--- src/rtl/hdx_pkg.sv ---
package hdx_pkg;
    timeunit 1ns;
    timeprecision 1ps;

    localparam int WORD_W = 16;
    localparam int NUM_CS = 4;
    localparam int CFG_W  = 6;
    localparam int CNT_W  = 5;
    localparam int HALF_W = CNT_W + 1;
    localparam int DIV_W  = 4;
    localparam int IDX_W  = $clog2(NUM_CS);

    localparam logic [2:0] A_DATA   = 3'd0;
    localparam logic [2:0] A_CMD    = 3'd1;
    localparam logic [2:0] A_SETUPL = 3'd2;
    localparam logic [2:0] A_SETUPH = 3'd3;
    localparam logic [2:0] A_CLKSEL = 3'd4;
    localparam logic [2:0] A_INVERT = 3'd5;

    localparam int B_RDY   = 15;
    localparam int B_BUSY  = 14;
    localparam int B_START = 13;
    localparam int B_CSON  = 12;

    typedef enum logic [1:0] {
        ST_IDLE,
        ST_HOLD,
        ST_RUN,
        ST_FINISH
    } hdx_state_e;
endpackage

--- src/rtl/hdx_clkdiv.sv ---
module hdx_clkdiv import hdx_pkg::*; (
    input  logic             clk,
    input  logic             rst_n,
    input  logic             restart,
    input  logic [1:0]       sel1,
    input  logic [1:0]       sel2,
    output logic             half_tick
);
    timeunit 1ns;
    timeprecision 1ps;

    logic [DIV_W-1:0] lim1, lim2, c1_q, c2_q;
    logic             tick1;

    always_comb begin
        unique case (sel1)
            2'd0:    lim1 = DIV_W'(2);
            2'd1:    lim1 = DIV_W'(4);
            2'd2:    lim1 = DIV_W'(7);
            default: lim1 = DIV_W'(10);
        endcase
        // second stage counts half of its divide ratio per half period
        unique case (sel2)
            2'd0:    lim2 = DIV_W'(1);
            2'd1:    lim2 = DIV_W'(2);
            default: lim2 = DIV_W'(4);
        endcase
    end

    assign tick1     = (c1_q == lim1 - DIV_W'(1));
    assign half_tick = tick1 && (c2_q == lim2 - DIV_W'(1));

    always_ff @(posedge clk or negedge rst_n) begin
        if (!rst_n) begin
            c1_q <= '0;
            c2_q <= '0;
        end else if (restart) begin
            c1_q <= '0;
            c2_q <= '0;
        end else begin
            c1_q <= tick1 ? '0 : c1_q + DIV_W'(1);
            if (tick1)
                c2_q <= half_tick ? '0 : c2_q + DIV_W'(1);
        end
    end
endmodule

--- src/rtl/hdx_shift_engine.sv ---
module hdx_shift_engine import hdx_pkg::*; (
    input  logic              clk,
    input  logic              rst_n,
    input  logic              load,
    input  logic              lead_launch,
    input  logic [WORD_W-1:0] tx_word,
    input  logic              tx_edge,
    input  logic              rx_edge,
    input  logic              sdi,
    output logic              sdo,
    output logic [WORD_W-1:0] rx_word
);
    timeunit 1ns;
    timeprecision 1ps;

    logic [WORD_W-1:0] sh_q;

    always_ff @(posedge clk or negedge rst_n) begin
        if (!rst_n) begin
            sh_q    <= '0;
            sdo     <= 1'b0;
            rx_word <= '0;
        end else if (load) begin
            rx_word <= '0;
            if (lead_launch) begin
                sh_q <= tx_word;
                sdo  <= 1'b0;
            end else begin
                sh_q <= tx_word << 1;
                sdo  <= tx_word[WORD_W-1];
            end
        end else begin
            if (tx_edge) begin
                sdo  <= sh_q[WORD_W-1];
                sh_q <= sh_q << 1;
            end
            if (rx_edge)
                rx_word <= {rx_word[WORD_W-2:0], sdi};
        end
    end
endmodule

--- src/rtl/hdx_serial_master.sv ---
module hdx_serial_master import hdx_pkg::*; (
    input  logic              clk,
    input  logic              rst_n,
    input  logic [2:0]        reg_addr,
    input  logic              reg_wr,
    input  logic              reg_rd,
    input  logic [WORD_W-1:0] reg_wdata,
    output logic [WORD_W-1:0] reg_rdata,
    output logic              ser_clk,
    output logic              ser_out,
    input  logic              ser_in,
    output logic [NUM_CS-1:0] sel_line
);
    timeunit 1ns;
    timeprecision 1ps;

    hdx_state_e        st, st_nx;
    logic [CFG_W-1:0]  setup_q [NUM_CS];
    logic              clk_on_q, inv_q, rdy_q, cs_on_q, is_read_q;
    logic [1:0]        d1sel_q;
    logic [IDX_W-1:0]  cs_idx_q;
    logic [WORD_W-1:0] tx_q, rx_q, rx_word;
    logic [CNT_W-1:0]  nbits_q;
    logic [HALF_W-1:0] half_q, half_last;
    logic [NUM_CS-1:0] cs_pol;

    logic              busy, in_run, half_tick, go, cmd_wr, cfg_wr_ok;
    logic              tx_edge, rx_edge, rise_next, lead_launch;
    logic [CNT_W-1:0]  w_cnt, r_cnt;
    logic [IDX_W-1:0]  new_idx;
    logic [CFG_W-1:0]  cfg_new, cfg_cur;
    logic              unused_bits;

    assign w_cnt     = reg_wdata[9:5];
    assign r_cnt     = reg_wdata[4:0];
    assign new_idx   = reg_wdata[11:10];
    assign cfg_new   = setup_q[new_idx];
    assign cfg_cur   = setup_q[cs_idx_q];
    assign cmd_wr    = reg_wr && (reg_addr == A_CMD);
    assign cfg_wr_ok = reg_wr && !busy;
    assign go        = cmd_wr && (st == ST_IDLE) && reg_wdata[B_START] && clk_on_q
                       && ((w_cnt != '0) || (r_cnt != '0));
    assign half_last = {nbits_q, 1'b0} - HALF_W'(1);
    assign unused_bits = ^{reg_wdata[15:14], cfg_cur[5], cfg_cur[2], cfg_new[4:2], cfg_new[0]};

    // state register
    always_ff @(posedge clk or negedge rst_n) begin
        if (!rst_n) st <= ST_IDLE;
        else        st <= st_nx;
    end

    // next state
    always_comb begin
        st_nx = st;
        unique case (st)
            ST_IDLE:   if (go) st_nx = cfg_new[5] ? ST_HOLD : ST_RUN;
            ST_HOLD:   if (!ser_in) st_nx = ST_RUN;
            ST_RUN:    if (half_tick && (half_q == half_last)) st_nx = ST_FINISH;
            ST_FINISH: st_nx = ST_IDLE;
            default:   st_nx = ST_IDLE;
        endcase
    end

    // state-derived outputs
    always_comb begin
        busy        = (st != ST_IDLE);
        in_run      = (st == ST_RUN);
        rise_next   = !ser_clk;
        tx_edge     = in_run && half_tick && !is_read_q && (rise_next == cfg_cur[1]);
        rx_edge     = in_run && half_tick &&  is_read_q && (rise_next != cfg_cur[0]);
        lead_launch = (cfg_new[1] == !inv_q);
    end

    hdx_clkdiv u_div (
        .clk(clk), .rst_n(rst_n), .restart(!in_run),
        .sel1(d1sel_q), .sel2(cfg_cur[4:3]), .half_tick(half_tick)
    );

    hdx_shift_engine u_shift (
        .clk(clk), .rst_n(rst_n), .load(go), .lead_launch(lead_launch),
        .tx_word(tx_q), .tx_edge(tx_edge), .rx_edge(rx_edge), .sdi(ser_in),
        .sdo(ser_out), .rx_word(rx_word)
    );

    always_ff @(posedge clk or negedge rst_n) begin
        if (!rst_n) begin
            for (int i = 0; i < NUM_CS; i++) setup_q[i] <= '0;
            clk_on_q  <= 1'b0;
            d1sel_q   <= '0;
            inv_q     <= 1'b0;
            tx_q      <= '0;
            rx_q      <= '0;
            rdy_q     <= 1'b0;
            cs_on_q   <= 1'b0;
            cs_idx_q  <= '0;
            is_read_q <= 1'b0;
            nbits_q   <= '0;
            half_q    <= '0;
            ser_clk   <= 1'b0;
        end else begin
            if (reg_wr && reg_addr == A_DATA) tx_q <= reg_wdata;
            if (cfg_wr_ok) begin
                for (int p = 0; p < NUM_CS / 2; p++) begin
                    if (reg_addr == A_SETUPL + 3'(p)) begin
                        setup_q[2*p]   <= reg_wdata[CFG_W-1:0];
                        setup_q[2*p+1] <= reg_wdata[2*CFG_W-1:CFG_W];
                    end
                end
                if (reg_addr == A_CLKSEL) begin
                    clk_on_q <= reg_wdata[0];
                    d1sel_q  <= reg_wdata[2:1];
                end
                if (reg_addr == A_INVERT) inv_q <= reg_wdata[0];
                if (reg_addr == A_CMD) begin
                    cs_on_q  <= reg_wdata[B_CSON];
                    cs_idx_q <= new_idx;
                end
            end
            if (go) begin
                is_read_q <= (w_cnt == '0);
                nbits_q   <= (w_cnt != '0) ? w_cnt : r_cnt;
                half_q    <= '0;
            end else if (in_run && half_tick) begin
                half_q <= half_q + HALF_W'(1);
            end
            if (in_run && half_tick) ser_clk <= !ser_clk;
            else if (st == ST_IDLE)  ser_clk <= inv_q;
            // set has priority over the read-side clear
            if (st == ST_FINISH && is_read_q) begin
                rx_q  <= rx_word;
                rdy_q <= 1'b1;
            end else if (reg_rd && reg_addr == A_DATA) begin
                rdy_q <= 1'b0;
            end
        end
    end

    for (genvar g = 0; g < NUM_CS; g++) begin : g_sel
        assign cs_pol[g]   = setup_q[g][2];
        assign sel_line[g] = (cs_on_q && cs_idx_q == IDX_W'(g)) ? cs_pol[g] : !cs_pol[g];
    end

    always_comb begin
        unique case (reg_addr)
            A_DATA:  reg_rdata = rx_q;
            A_CMD:   reg_rdata = {rdy_q, busy, 1'b0, cs_on_q, cs_idx_q, 10'b0};
            default: reg_rdata = '0;
        endcase
    end
endmodule

--- config.mk ---
export PLATFORM = sky130hd
export DESIGN_NAME = hdx_serial_master
export DESIGN_NICKNAME = d
export VERILOG_FILES = /design/src/rtl/hdx_pkg.sv /design/src/rtl/hdx_clkdiv.sv /design/src/rtl/hdx_shift_engine.sv /design/src/rtl/hdx_serial_master.sv
export SDC_FILE = /design/constraint.sdc
export NUM_CORES = 1
export LEC_CHECK = 0
export BUFFER_PORTS_ARGS = -buffer_cell sky130_fd_sc_hd__buf_4
export CAP_MARGIN = 5
export CORE_ASPECT_RATIO = 0.5
export CORE_MARGIN = 5
export CORE_UTILIZATION = 60
export CTS_BUF_LIST = sky130_fd_sc_hd__clkbuf_4 sky130_fd_sc_hd__clkbuf_8
export CTS_CLUSTER_SIZE = 16
export DETAILED_ROUTE_END_ITERATION = 7
export HOLD_SLACK_MARGIN = 0.03
export PLACE_DENSITY = 0.8
export RECOVER_POWER = 50
export SLEW_MARGIN = 10
export SYNTH_ARGS = -nofsm -noshare
export SYNTH_HDL_FRONTEND = slang
export SYNTH_SLANG_ARGS = --single-unit
--- constraint.sdc ---
create_clock -name clk -period 6.99 [get_ports clk]
set_clock_uncertainty 0.2 [all_clocks]
set_input_delay 0 -clock clk [delete_from_list [all_inputs] [get_ports clk]]
set_output_delay 0 -clock clk [all_outputs]
set_load 0.03 [all_outputs]
==> summary by stage <==
Die
The area inside the core boundary is 9478 um2. The number of placement rows is 25. The floorplan die area is ~12,000 um2. The die height is 79.80 um. Once the floorplan was initialized, standard cells occupied 61.68% of the core.

The die is ~150 um wide. For this design the top-level I/O count stands at 46.

Drt
The number of violations reported at the end of detailed-routing iteration 0 is 279. After detailed routing, the number of remaining DRC violations is 0. The routed length per instance is between 15 and 20 um. The total iterations of the first detailed-routing run is 4. The number of nets still failing antenna checks after routing is 0. After detailed routing, the number of vias per cell comes to about 5.5. Across all layers, the routed design uses 3,849 vias. The total wirelength of the detailed-routed design is 12.27 mm.

Run status
The run finished, with violations left. The final reports fail on max-capacitance violations, max-slew violations.

Yosys
The gate count after technology mapping is roughly 470. The post-synthesis register bit count is 120. The number of distinct standard cells referenced by the synthesized netlist is 42.

The number of flops mapped to enable cells by yosys is 0. The commonest register cell after synthesis is dfrtp_1. Sequential cells were found to cover 51.37% of the synthesized design area. The async set-reset flop share out of synthesis is 100.0%. The total nets after synthesis is 505.

The synthesized area is around 5800 um2. The Yosys step of the flow raised 0 warnings. In this run the mean area of a mapped cell was 12.46 um2.

Setup path
STA classifies the critical path startpoint as a register. The critical path data required time is just over 7000 ps. The largest delay contributor family on the critical path is simple AND/OR/NAND/NOR gates. The maximum fanout along the worst path is 16. The number of buffers and inverters on the critical path is 0. Walking the worst path, the cells encountered are mux4_2, xnor2_2, nand4_1, nor3_4, mux2i_1, nor2_1.

The critical setup path kind is reg -> reg. Across all register-to-register paths, the minimum setup slack is between 3000 and 4000 ps. The largest individual stage delay along the critical path comes from the cell nor3_4. The highest cell delay on the worst timing path is 850 ps. The data arrival time at the worst-slack endpoint is 3290 ps. The worst setup path is captured at a register.

Power
The power density normalized to cell area is 371.3 nW/um2. The total design power is 2.591 mW. The static leakage is between 3 and 4 nW. IR analysis of the VDD net gives a maximum drop of 0.2512 mV.

STA
The final critical-path required period is 3207 ps. The max-slew headroom at the worst pin is -55.32%. At the pin with the least slew margin, the transition time is approximately 2300 ps.

The number of pins with negative max-slew slack in the final report is 45. Derived from the worst setup path, the maximum achievable clock frequency is 311.8 MHz. Setup violations remaining at the end of the flow were counted as 0. The final hold violation count is 0. Setup repair after global routing left no endpoint under its margin. The worst-case hold slack is between 90 and 100 ps.

The total negative slack for setup checks is 0 ps. Of the available clock period, the critical path in the final layout requires between 40% and 50%.

Clock network
The clock latency of the later-clocked register in the worst-skew pair is around 430 ps. Clock tree synthesis inserted a total of 17 buffers. After clock tree synthesis, the clock-pin slew on the worst setup and hold paths is 70 ps. The clock passes through at most 2 buffers. The post-CTS setup buffer count is 0. The cell sitting at the root of the clock tree is a clkbuf_8. The CTS tree is built. In this run, post-CTS repair resized a total of 0 instances. The number of sinks handled by clock tree synthesis is 120. The number of levels in the clock H-tree is 4.

The number of hold buffers added after CTS was 28.

Job
The max-capacitance violation count is 1.

Place
Buffers placed on the I/O ports in this run total 45. The placed wire-length estimate is 7.951 mm. The cell area after placement is roughly 6300 um2.

The number of instances in the placed design is 634. Routability-driven placement finished with a final weighted congestion of a little under 0.8.

Cells and area
For this run, the number of standard cells in the final layout without fillers is 695. In the final layout, the share of cells above drive strength 1 is 25.76%. The finished cells cover roughly 7000 um2. The fill cell instance count of the final layout is 652. The area growth from synthesis to layout is 19.37%. The area of the multi-input gates is 2700 um2. The combined flip-flop and latch cell area is 3003 um2. After the last flow step, the layout net total stands at 582.

Global routing
Entering global routing, the biggest net connects slightly below 80 pins. The first global-routing pass estimated 20.80 mm of wire. Global routing used 22.79% of the available tracks.

For this run the aggregate overflow at the end of global routing stands at 0. The initial antenna violation count was 0. The number of global-route vias before repair came to 4,044.

Hold path
The tightest min-delay check is of the in -> reg type.
## final cells by class
type	count	area share [%]
clock buffers	24	4.554
inverters	9	0.4841
diodes	1	0.03586
flip-flops and latches	120	43.03
repair buffers	78	8.768
clock inverters	8	2.008
well taps	135	2.421
multi-input cells	320	38.69
## tightest hold or removal path, stage by stage
cell and delay (ps):
buf_4 120, nand2b_1 90, nor3_1 60, buf_4 190, mux2_2 230
## final timing paths
path,end,startpoint,depth (start not counted)
max,u_shift.rx_word[7],cs_idx_q[0],6
min in group asynchronous,cs_pol[1],rst_n,4
max reg2reg,u_shift.rx_word[7],cs_idx_q[0],6
min reg2reg,rdy_q,rdy_q,2
max in group asynchronous,half_q[4],rst_n,4
min,setup_q[19],reg_addr[1],5
## metrics by stage
stage / utilization, % / worst slack [ps]
5_1_grt: 73.60 / 3427
3_5_place_dp: 66.27 / 3760
3_3_place_gp: 66.27 / 3827
6_report: 73.62 / 3783
2_1_floorplan: - / 4356
4_1_cts: 74.17 / 3752
## layer usage
layer | routed length, um | GRT usage [%] | up-vias
li1 | - | - | 1803
met1 | 5666 | 29.57 | 1926
met2 | 5739 | 37.25 | 93
met3 | 649 | 6.636 | 27
met4 | 217 | 7.580 | 0
met5 | 0 | 0 | -
## sequential cells by signal, indices dropped and copies added (netlist names), 5 cells and up
name,flops
rx_q,16
setup_q,20
nbits_q,5
tx_q,16
u_shift.rx_word,16
u_shift.sh_q,16
half_q,6
## cell usage in the layout (no fill, tap or decap), types with 2 or more instances in the layout
cell type	synthesis	layout
mux2i_1	71	71
clkbuf_8	0	22
ha_1	12	12
nand3_1	9	9
dlygate4sd3_1	0	27
mux4_2	3	3
clkbuf_1	10	11
nand4_1	5	5
clkinv_2	0	4
clkbuf_4	0	2
and2_1	13	13
a21oi_1	10	10
a211oi_1	4	4
mux4_1	3	3
xnor2_2	2	2
nor3_1	5	5
nor2b_1	2	2
inv_1	9	9
dfrtp_1	120	120
bufinv_16	0	4
nand2_1	18	18
xor2_1	8	8
a31oi_1	2	2
mux2_2	64	64
buf_4	1	40
nor2_1	47	47
nor3b_1	2	2
nand2b_1	5	5
xnor2_1	15	15
o21ai_0	7	7
## power breakdown
group,leakage [nW],internal [mW],switching (mW),total (mW)
sequential,1.41,0.888,0.178,1.07
clock,0.240,0.442,0.268,0.711
combinational,1.49,0.403,0.411,0.814
## synthesized netlist by cell type, drive strengths merged (6+ instances only)
master  count  area, um2
ha         12      150.1
mux2i      71      710.7
inv         9      33.78
xor2        8      70.07
nor2       47      176.4
mux4        6      146.4
nand2      18      67.56
dfrtp     120       3003
nor3        6      41.29
buf        10      71.32
nand3       9      45.04
clkbuf     10      37.54
and2       13      81.33
a21oi      10      50.05
o21ai       7      35.03
mux2       65      732.0
xnor2      17      163.9
## cells by family after synthesis
kind of cell | count (synthesis) | share of synthesized area (%)
AOI/OAI and AO/OA | 25 | 2.483
xor gates and xnor gates | 25 | 4.003
adders and majority gates | 12 | 2.568
buffers and inverters | 29 | 2.440
DFF | 120 | 51.37
muxes | 142 | 27.18
and+or+nand+nor | 116 | 9.953
Power figures use the tool's default switching activity.
